## src/rtl/narrow_adapter_pkg.sv

```systemverilog
package narrow_adapter_pkg;
  typedef enum logic [1:0] {
    ST_IDLE = 2'd0,
    ST_CMD  = 2'd1,
    ST_RD   = 2'd2,
    ST_WR   = 2'd3
  } adp_state_e;

  localparam logic [1:0] SZ_ONE_BYTE = 2'd0;
endpackage

```

## src/rtl/narrow_req_decode.sv

```systemverilog
module narrow_req_decode #(
  parameter int BYTES = 8,
  parameter int OFF_W = $clog2(BYTES)
) (
  input  logic [OFF_W-1:0]   off,
  input  logic [1:0]         size,
  input  logic [8*BYTES-1:0] wdata,
  output logic               aligned,
  output logic [BYTES-1:0]   byte_en,
  output logic [8*BYTES-1:0] size_mask,
  output logic [8*BYTES-1:0] wdata_lane
);
  logic [BYTES-1:0] size_lane;
  logic [OFF_W-1:0] low_mask;
  logic [OFF_W+2:0] bit_shift;

  // lane i belongs to the access when i < 2**size
  for (genvar i = 0; i < BYTES; i++) begin : g_lane
    assign size_lane[i]          = (32'(i) < (32'd1 << size));
    assign size_mask[8*i +: 8]   = {8{size_lane[i]}};
  end

  always_comb begin
    low_mask   = OFF_W'((32'd1 << size) - 32'd1);
    aligned    = (off & low_mask) == '0;
    byte_en    = size_lane << off;
    bit_shift  = {off, 3'b000};
    wdata_lane = (wdata & size_mask) << bit_shift;
  end
endmodule

```

## src/rtl/narrow_rd_extract.sv

```systemverilog
module narrow_rd_extract #(
  parameter int BYTES = 8,
  parameter int OFF_W = $clog2(BYTES)
) (
  input  logic [8*BYTES-1:0] beat,
  input  logic [OFF_W-1:0]   off,
  input  logic [8*BYTES-1:0] size_mask,
  output logic [8*BYTES-1:0] rdata
);
  logic [OFF_W+2:0] bit_shift;

  always_comb begin
    bit_shift = {off, 3'b000};
    rdata     = (beat >> bit_shift) & size_mask;
  end
endmodule

```

## src/rtl/narrow_burst_adapter.sv

```systemverilog
module narrow_burst_adapter
  import narrow_adapter_pkg::*;
#(
  parameter int ADDR_W = 32,
  parameter int BYTES  = 8,
  parameter int BEATS  = 8
) (
  input  logic                clk,
  input  logic                rst,
  input  logic                req_valid,
  output logic                req_ready,
  input  logic                req_write,
  input  logic [ADDR_W-1:0]   req_addr,
  input  logic [1:0]          req_size,
  input  logic [8*BYTES-1:0]  req_wdata,
  output logic                rsp_valid,
  output logic                rsp_err,
  output logic [8*BYTES-1:0]  rsp_rdata,
  output logic                mem_cmd_valid,
  input  logic                mem_cmd_ready,
  output logic                mem_cmd_write,
  output logic [ADDR_W-1:0]   mem_cmd_addr,
  input  logic                mem_rd_valid,
  input  logic [8*BYTES-1:0]  mem_rd_data,
  output logic                mem_wr_valid,
  input  logic                mem_wr_ready,
  output logic [8*BYTES-1:0]  mem_wr_data,
  output logic [BYTES-1:0]    mem_wr_mask
);
  localparam int DATA_W = 8 * BYTES;
  localparam int OFF_W  = $clog2(BYTES);
  localparam int BEAT_W = $clog2(BEATS);
  localparam int LINE_W = OFF_W + BEAT_W;
  localparam logic [BEAT_W-1:0] LAST_BEAT = BEAT_W'(BEATS - 1);

  adp_state_e         state;
  logic [BEAT_W-1:0]  cnt;
  logic [BEAT_W-1:0]  lat_sel;
  logic [OFF_W-1:0]   lat_off;
  logic [1:0]         lat_size;
  logic [DATA_W-1:0]  lat_mask;
  logic [BYTES-1:0]   lat_byte_en;
  logic [DATA_W-1:0]  lat_wdata;
  logic [DATA_W-1:0]  cap_q;

  logic               dec_aligned;
  logic [BYTES-1:0]   dec_byte_en;
  logic [DATA_W-1:0]  dec_size_mask;
  logic [DATA_W-1:0]  dec_wdata_lane;
  logic [DATA_W-1:0]  beat_now;
  logic [DATA_W-1:0]  ext_rdata;
  logic               on_sel;

  narrow_req_decode #(.BYTES(BYTES), .OFF_W(OFF_W)) u_decode (
    .off       (req_addr[OFF_W-1:0]),
    .size      (req_size),
    .wdata     (req_wdata),
    .aligned   (dec_aligned),
    .byte_en   (dec_byte_en),
    .size_mask (dec_size_mask),
    .wdata_lane(dec_wdata_lane)
  );

  // the addressed beat may be the one arriving right now
  assign on_sel   = (cnt == lat_sel);
  assign beat_now = on_sel ? mem_rd_data : cap_q;

  narrow_rd_extract #(.BYTES(BYTES), .OFF_W(OFF_W)) u_extract (
    .beat      (beat_now),
    .off       (lat_off),
    .size_mask (lat_mask),
    .rdata     (ext_rdata)
  );

  assign mem_wr_valid = (state == ST_WR);
  assign mem_wr_data  = lat_wdata;
  assign mem_wr_mask  = on_sel ? ~lat_byte_en : '1;

  always_ff @(posedge clk) begin
    if (rst) begin
      state         <= ST_IDLE;
      req_ready     <= 1'b1;
      rsp_valid     <= 1'b0;
      rsp_err       <= 1'b0;
      rsp_rdata     <= '0;
      mem_cmd_valid <= 1'b0;
      mem_cmd_write <= 1'b0;
      mem_cmd_addr  <= '0;
      cnt           <= '0;
      lat_sel       <= '0;
      lat_off       <= '0;
      lat_size      <= '0;
      lat_mask      <= '0;
      lat_byte_en   <= '0;
      lat_wdata     <= '0;
      cap_q         <= '0;
    end else begin
      rsp_valid <= 1'b0;
      rsp_err   <= 1'b0;
      unique case (state)
        ST_IDLE: begin
          if (req_valid && req_ready) begin
            if (!dec_aligned) begin
              rsp_err <= 1'b1;
            end else begin
              state         <= ST_CMD;
              req_ready     <= 1'b0;
              mem_cmd_valid <= 1'b1;
              mem_cmd_write <= req_write;
              mem_cmd_addr  <= {req_addr[ADDR_W-1:LINE_W], {LINE_W{1'b0}}};
              lat_sel       <= req_addr[LINE_W-1:OFF_W];
              lat_off       <= req_addr[OFF_W-1:0];
              lat_size      <= req_size;
              lat_mask      <= dec_size_mask;
              lat_byte_en   <= dec_byte_en;
              lat_wdata     <= dec_wdata_lane;
            end
          end
        end
        ST_CMD: begin
          if (mem_cmd_ready) begin
            mem_cmd_valid <= 1'b0;
            cnt           <= '0;
            state         <= mem_cmd_write ? ST_WR : ST_RD;
          end
        end
        ST_RD: begin
          if (mem_rd_valid) begin
            if (on_sel) cap_q <= mem_rd_data;
            cnt <= cnt + BEAT_W'(1);
            if (cnt == LAST_BEAT) begin
              state     <= ST_IDLE;
              req_ready <= 1'b1;
              rsp_valid <= 1'b1;
              rsp_rdata <= ext_rdata;
            end
          end
        end
        ST_WR: begin
          if (mem_wr_ready) begin
            cnt <= cnt + BEAT_W'(1);
            if (cnt == LAST_BEAT) begin
              state     <= ST_IDLE;
              req_ready <= 1'b1;
            end
          end
        end
        default: state <= ST_IDLE;
      endcase
    end
  end

  AST_BUSY_NOT_READY: assert property (@(posedge clk) disable iff (rst)
    (state != ST_IDLE) |-> !req_ready);
  AST_IDLE_QUIET: assert property (@(posedge clk) disable iff (rst)
    req_ready |-> (!mem_cmd_valid && !mem_wr_valid));
  AST_CMD_HOLD: assert property (@(posedge clk) disable iff (rst)
    (mem_cmd_valid && !mem_cmd_ready) |=> (mem_cmd_valid && $stable(mem_cmd_addr) && $stable(mem_cmd_write)));
  AST_CMD_LINE_ALIGNED: assert property (@(posedge clk) disable iff (rst)
    mem_cmd_valid |-> (mem_cmd_addr[LINE_W-1:0] == '0));
  AST_RSP_PULSE: assert property (@(posedge clk) disable iff (rst)
    rsp_valid |=> !rsp_valid);
  AST_RSP_AFTER_LAST: assert property (@(posedge clk) disable iff (rst)
    rsp_valid |-> ($past(mem_rd_valid) && $past(state == ST_RD)));
  AST_ZERO_EXT: assert property (@(posedge clk) disable iff (rst)
    (rsp_valid && lat_size == SZ_ONE_BYTE) |-> (rsp_rdata[DATA_W-1:8] == '0));
  AST_OFF_BEAT_MASKED: assert property (@(posedge clk) disable iff (rst)
    mem_wr_valid |-> ((&mem_wr_mask) || (cnt == lat_sel)));
  AST_ERR_NO_CMD: assert property (@(posedge clk) disable iff (rst)
    rsp_err |-> (!mem_cmd_valid && req_ready));
  AST_ONE_PHASE: assert property (@(posedge clk) disable iff (rst)
    $onehot0({mem_cmd_valid, mem_wr_valid, rsp_valid}));
endmodule

```

## config.mk

```make
export PLATFORM = sky130hd
export DESIGN_NAME = narrow_burst_adapter
export DESIGN_NICKNAME = d
export VERILOG_FILES = /design/src/rtl/narrow_adapter_pkg.sv /design/src/rtl/narrow_req_decode.sv /design/src/rtl/narrow_rd_extract.sv /design/src/rtl/narrow_burst_adapter.sv
export SDC_FILE = /design/constraint.sdc
export NUM_CORES = 1
export LEC_CHECK = 0
export BUFFER_PORTS_ARGS = -buffer_cell sky130_fd_sc_hd__buf_2
export CAP_MARGIN = 10
export CORE_AREA = 3 3 125 248
export CTS_BUF_LIST = sky130_fd_sc_hd__clkbuf_4
export DETAILED_ROUTE_END_ITERATION = 10
export DIE_AREA = 0 0 128 251
export PLACE_DENSITY = 0.69
export REMOVE_ABC_BUFFERS = 1
export SYNTH_ARGS = -nofsm -noshare
export SYNTH_HDL_FRONTEND = slang
export SYNTH_SLANG_ARGS = --single-unit
```

## constraint.sdc

```tcl
create_clock -name clk -period 6.1 [get_ports clk]
set_clock_uncertainty 0.15 [all_clocks]
set_input_delay 0.915 -clock clk [delete_from_list [all_inputs] [get_ports clk]]
set_output_delay 0.915 -clock clk [all_outputs]
set_load 0.02 [all_outputs]
```

== Yosys cells after proc, flatten, opt, wreduce, memory -nomap -nowiden ==
Cells that the tools add are included.
Cells by class
  add/subtract/negate cells: 2
  magnitude comparators: 8
  equality and inequality tests: 10
  shifts and indexed selects: 4
  mux-type cells: 26
  bitwise gates (word level): 8
  reductions and logical operators: 15
Operators by type and width (count)
  AND 64 bit: 2
  less-than comparator 3 x 32 -> 1 bit (first input constant): 4
  less-than comparator 1 x 32 -> 1 bit (first input constant): 2
  less-than comparator 2 x 32 -> 1 bit (first input constant): 2
  two-way mux 64 bit: 1
  << shifter 64 x 6 -> 64 bit: 1
  >> shifter 64 x 6 -> 64 bit: 1
  << shifter 1 x 2 -> 32 bit (first input constant): 1
  two-way mux 2 bit: 6
  two-way mux 1 bit: 11
  AND reduction 5 bit: 2
  two-way mux 3 bit: 3
  case mux 3 bit (3 select lines): 1
  two-way mux 8 bit: 1
  inequality test 2 bit (second input constant): 4
  inverter 8 bit: 1
  case mux 2 bit (4 select lines): 1
  AND reduction 4 bit: 2
  << shifter 8 x 3 -> 8 bit: 1
  AND reduction 3 bit: 2
  nonzero test 3 bit: 2
  OR reduction 3 bit: 2
  equality test 2 bit (second input constant): 2
  inverter 1 bit: 4
  other kinds (14): 14
Storage, ports and cells
  bits in registers: 299
  input port bits: 169
  output and inout bits: 174
  word-level logic and storage cells: 88

== Logic depth before layout (Yosys ltp) ==
  depth in word-level cells: 7
  depth in mapped cells: 9
  gate-level depth less buffers: 7

== Hierarchy ==
A second synthesis with hierarchy kept.
Unflattened totals
  cells, all modules: 2079
  area, all modules: 17329.1 µm²
By module, submodules not included
  narrow_burst_adapter: times used 1, cells an instance 1461, area an instance 12695.9 µm², seq. area each 6125.9 µm²
  narrow_rd_extract: times used 1, cells an instance 259, area an instance 2318.5 µm², seq. area each 0.0 µm²
  narrow_req_decode: times used 1, cells an instance 359, area an instance 2314.7 µm², seq. area each 0.0 µm²

== Least setup slack after synthesis ==
OpenSTA, ideal clock, no wires.
  kind: in2reg
  start point: input req_addr[0]
  end point: register lat_wdata[59] (netlist: mem_wr_data[59])
  library setup time: 65 ps
  arrival time: 2348 ps
  required time: 5885 ps
  setup slack: 3537 ps
  stages: 8
  path buffers: 3
  path through: buf_2 > buf_2 > buf_2 > nand2_1 > o21a_1 > mux4_2 > o21a_1 > nor2_1
Between the ends
  cells in the longest elaborated chain, start to end: 3
  elaborated cells between the ends (all ways): 4
  classes of those cells: shift (1); bitwise (1); reduce/logical (2)
Ends and longest elaborated chain
  start: declaration: line narrow_burst_adapter.sv:13  | input logic [ADDR_W-1:0] req_addr,
  parallel branches: the longest is 3 deep, another holds << shifter 64 x 6 -> 64 bit
  end signal: assignment: line narrow_burst_adapter.sv:116  | lat_wdata <= dec_wdata_lane;
  end: declaration: line narrow_burst_adapter.sv:43  | logic [DATA_W-1:0] lat_wdata;
Parallel ways; which one is timed is not known.
A chain may end at the register's enable or synchronous reset.

== Final worst setup path ==
  start point: register lat_sel[2]
  end point: output mem_wr_mask[5]
Between the ends
  cells in the longest elaborated chain, start to end: 2
Ends and longest elaborated chain
  start: declaration: line narrow_burst_adapter.sv:38  | logic [BEAT_W-1:0] lat_sel;
  start signal: assignment: line narrow_burst_adapter.sv:111  | lat_sel <= req_addr[LINE_W-1:OFF_W];
  equality test 3 bit: line narrow_burst_adapter.sv:65  | assign on_sel = (cnt == lat_sel);
  two-way mux 8 bit: line narrow_burst_adapter.sv:77  | assign mem_wr_mask = on_sel ? ~lat_byte_en : '1;
  end: declaration: line narrow_burst_adapter.sv:28  | output logic [BYTES-1:0] mem_wr_mask
Every way passes these cells.

==> flow_summary.toml <==
[status]
status = "finished, final reports clean"

[power_and_ir_drop]
power_frac_comb = 0.193
seqPwrFrac = 0.456
internal-power_uw = 2543
switching_share = 0.3129
p_clk_frac = 0.351
vdd_ir_drop_max_mv = 0.1417
power.density_mw_per_mm2 = 238.4
p_sw_uw = 1158
power_leakage_uw = 0.006252

[sta]
rsz0062_at_grt = "no"
drv_slew = 0
period_needed_ns = 3.772
finalHoldViolations = 0
worstMarginPinSlew_ns = 1.227
setup_viol = 0
post-route-period-util = 0.6184
relSlewSlack = 0.1822
whs_ns = 0.2893
fin_setup_tns_ns = 0
max_freq_mhz = 265.1

[synth]
yosysTopAreaCell = "dfxtp_1"
async_flop_share = 0
yosysSeqAreaShare = 0.3782
synth-edff-count = 0
synth.distinct_cells = 58
synth_flop_cell = "dfxtp_1"
synthTopCellsByArea = "dfxtp_1 38%, nand2_1 9.9%, mux4_2 8.6%, a21oi_1 7.4%, a22oi_1 4.7%"
syn-mean-instance-area_um2 = 8.360
synth-seq-cells = 247
syn_inst = 1564
syn-cell-area_mm2 = 0.01308
synth_top_cell_area_share = 0.3782
yosys_warnings = 0

[setup_path]
cp_max_fo = 16
cp-end-kind = "output port"
worst_setup_path_start_kind = "flop"
worstPathRequired_ns = 5.03
crit_path_cell_trace = "xor2_2 -> buf_4 -> nor3_4 -> nand2_1 -> buf_2"
rr_worst_depth = 7
worstReg2RegEnd = "cap_q[36]$_SDFFE_PP0P_"
critPathKind = "flop to output port"
crit_path_max_incr_delay_ns = 0.70
regToRegSetupSlack_ns = 2.62
reg2reg_from = "lat_sel[2]$_SDFFE_PP0P_"
crit_arrival_ns = 2.71
cp_slowest_cell = "nor3_4"

[clocking]
holdBufCountCts = 0
h-tree-depth = 2
numCtsBuffers = 61
clockBufferDepth = 3
cts_tree = "yes"
root_buffer = "clkbuf_4"
cts_setup_buffers = 0
clkLatencyLatePin_ns = 0.73
cts.clk_slew.worst_paths_ns = 0.07
numClockSinks = 247
cts_resized = 0

[cells_and_area]
final_common_cell = "nand2_1"
drive_above_1_share = 0.2970
area_growth_pct = 18.74
nets = 2014
fin_util = 0.5281
layout_common_cells = "344 x nand2_1, 335 x buf_2, 246 x dfxtp_1"

[grt]
grt_pass1_wl_mm = 71.18
antenna_found_initial = 5
grt_remaining_overflow = 0
grt_max_degree = 170
grt_use_total = 0.2797
grt_pass1_vias = 13200

[floorplan]
chipWidth_um = 128
die_h_um = 251
dieArea_mm2 = 0.03213
coreArea_mm2 = 0.02940
rows = 89
start_util = 0.4448
io_pins = 343

[worst_hold_path]
hp-start = "mem_rd_data[0]"
hold_path.class = "input port to flop"
hold_path_end = "cap_q[0]$_SDFFE_PP0P_"
hold_depth = 3

[placement]
dpl.hpwl_mm = 32.52
gp_congestion = 0.9141
portBuffers = 336

[routing]
postRouteAntennaNets = 0
vias = 13450
viasPerCell = 5.975
dr.pass1.iters = 5
wl_mm = 46.85
drc = 0
wl_per_cell_um = 20.81
drt_iter0_drc = 865

[run]
maxCapViolations = 0
-- layer usage --
layer,share of wire,routed length [um],GRT usage,vias to the layer above
met2,0.52,24420,0.5023,703
met3,0.085,4001,0.06124,195
met1,0.32,15210,0.2870,6328
met4,0.068,3194,0.1797,2
met5,0.00028,13,0,-
li1,-,-,-,6221
-- power groups by stage --
stage / logic [uW] / clock network [uW] / registers [uW]
3_3_place_gp: 699 / 0 / 1720
4_1_cts: 711 / 1350 / 1690
5_1_grt: 769 / 1410 / 1690
2_1_floorplan: 386 / 0 / 1760
6_report: 714 / 1300 / 1690
3_5_place_dp: 708 / 0 / 1730
-- cells by family after synthesis --
group,synth area share
muxes,0.1466
and+or+nand+nor,0.1791
other,0.0002868
AOI/OAI and AO/OA,0.2383
buffers and inverters,0.04986
xor gates and xnor gates,0.005742
DFF,0.3782
adders and majority gates,0.001914
-- registers in the layout, summed over array words and instances (netlist names) --
signal / count
rsp_valid: 1
state: 2
cnt: 3
lat_byte_en: 8
mem_wr_data: 64
lat_mask: 5
req_ready: 1
mem_cmd_valid: 1
rsp_err: 1
mem_cmd_addr: 26
mem_cmd_write: 1
rsp_rdata: 64
lat_off: 3
cap_q: 64
lat_sel: 3
-- metrics by stage --
stage	total power (uW)	instances	setup slack (ns)	instance area [um2]
2_1_floorplan	2142	1421	-1.823	12460
5_1_grt	3874	2248	2.138	15520
4_1_cts	3749	2246	2.145	15510
3_5_place_dp	2433	2144	2.398	14820
3_3_place_gp	2422	2144	2.432	14820
6_report	3700	2251	2.328	15520
-- worst max-delay path, delay by kind of cell, from the launching register on --
kind / cells / cell delay (ns)
and+or+nand+nor: 2 / 0.98
buffers and inverters: 2 / 0.45
DFF: 1 / 0.36
xor gates and xnor gates: 1 / 0.18
-- worst max path at each step --
stage / from / endpoint / slack [ns] / depth (start not counted)
2_1_floorplan: req_size[1] / lat_byte_en[6]$_SDFFE_PP0P_ / -1.82 / 5
3_3_place_gp: req_size[1] / mem_wr_data[42]$_SDFFE_PP0P_ / 2.43 / 8
3_5_place_dp: req_size[1] / mem_wr_data[42]$_SDFFE_PP0P_ / 2.40 / 8
4_1_cts: lat_sel[2]$_SDFFE_PP0P_ / mem_wr_mask[5] / 2.14 / 5
5_1_grt: cnt[2]$_SDFFE_PP0P_ / mem_wr_mask[5] / 2.14 / 5
6_report: lat_sel[2]$_SDFFE_PP0P_ / mem_wr_mask[5] / 2.33 / 5
-- synth_stat cells (all sizes together) (4+ instances only) --
library cell / count
o21a: 24
nor3: 16
mux4: 50
nand3b: 9
and2: 8
nand2b: 30
buf: 54
a221o: 4
a22oi: 81
or2: 8
a32oi: 14
nor2: 84
nor2b: 5
nand3: 31
nand2: 344
a2111oi: 7
o211a: 4
a211oi: 8
a221oi: 18
o21ai: 76
dfxtp: 247
o211ai: 6
a211o: 8
a21oi: 193
a21o: 4
a32o: 9
mux2i: 34
clkbuf: 94
o31ai: 7
mux2: 40
o31a: 5
a2111o: 7
-- final cells by class --
| type | instances | area [um2] |
|---|---|---|
| Antenna cell | 5 | 12.51 |
| Clock buffer | 81 | 608.1 |
| Clock inverter | 21 | 83.83 |
| Fill cell | 2864 | 13870 |
| Inverter | 6 | 22.52 |
| Multi-Input combinational cell | 1168 | 7508 |
| Sequential cell | 247 | 4949 |
| Tap cell | 364 | 455.4 |
| Timing Repair Buffer | 359 | 1886 |
Note: power is estimated with default switching activity, not from simulation.
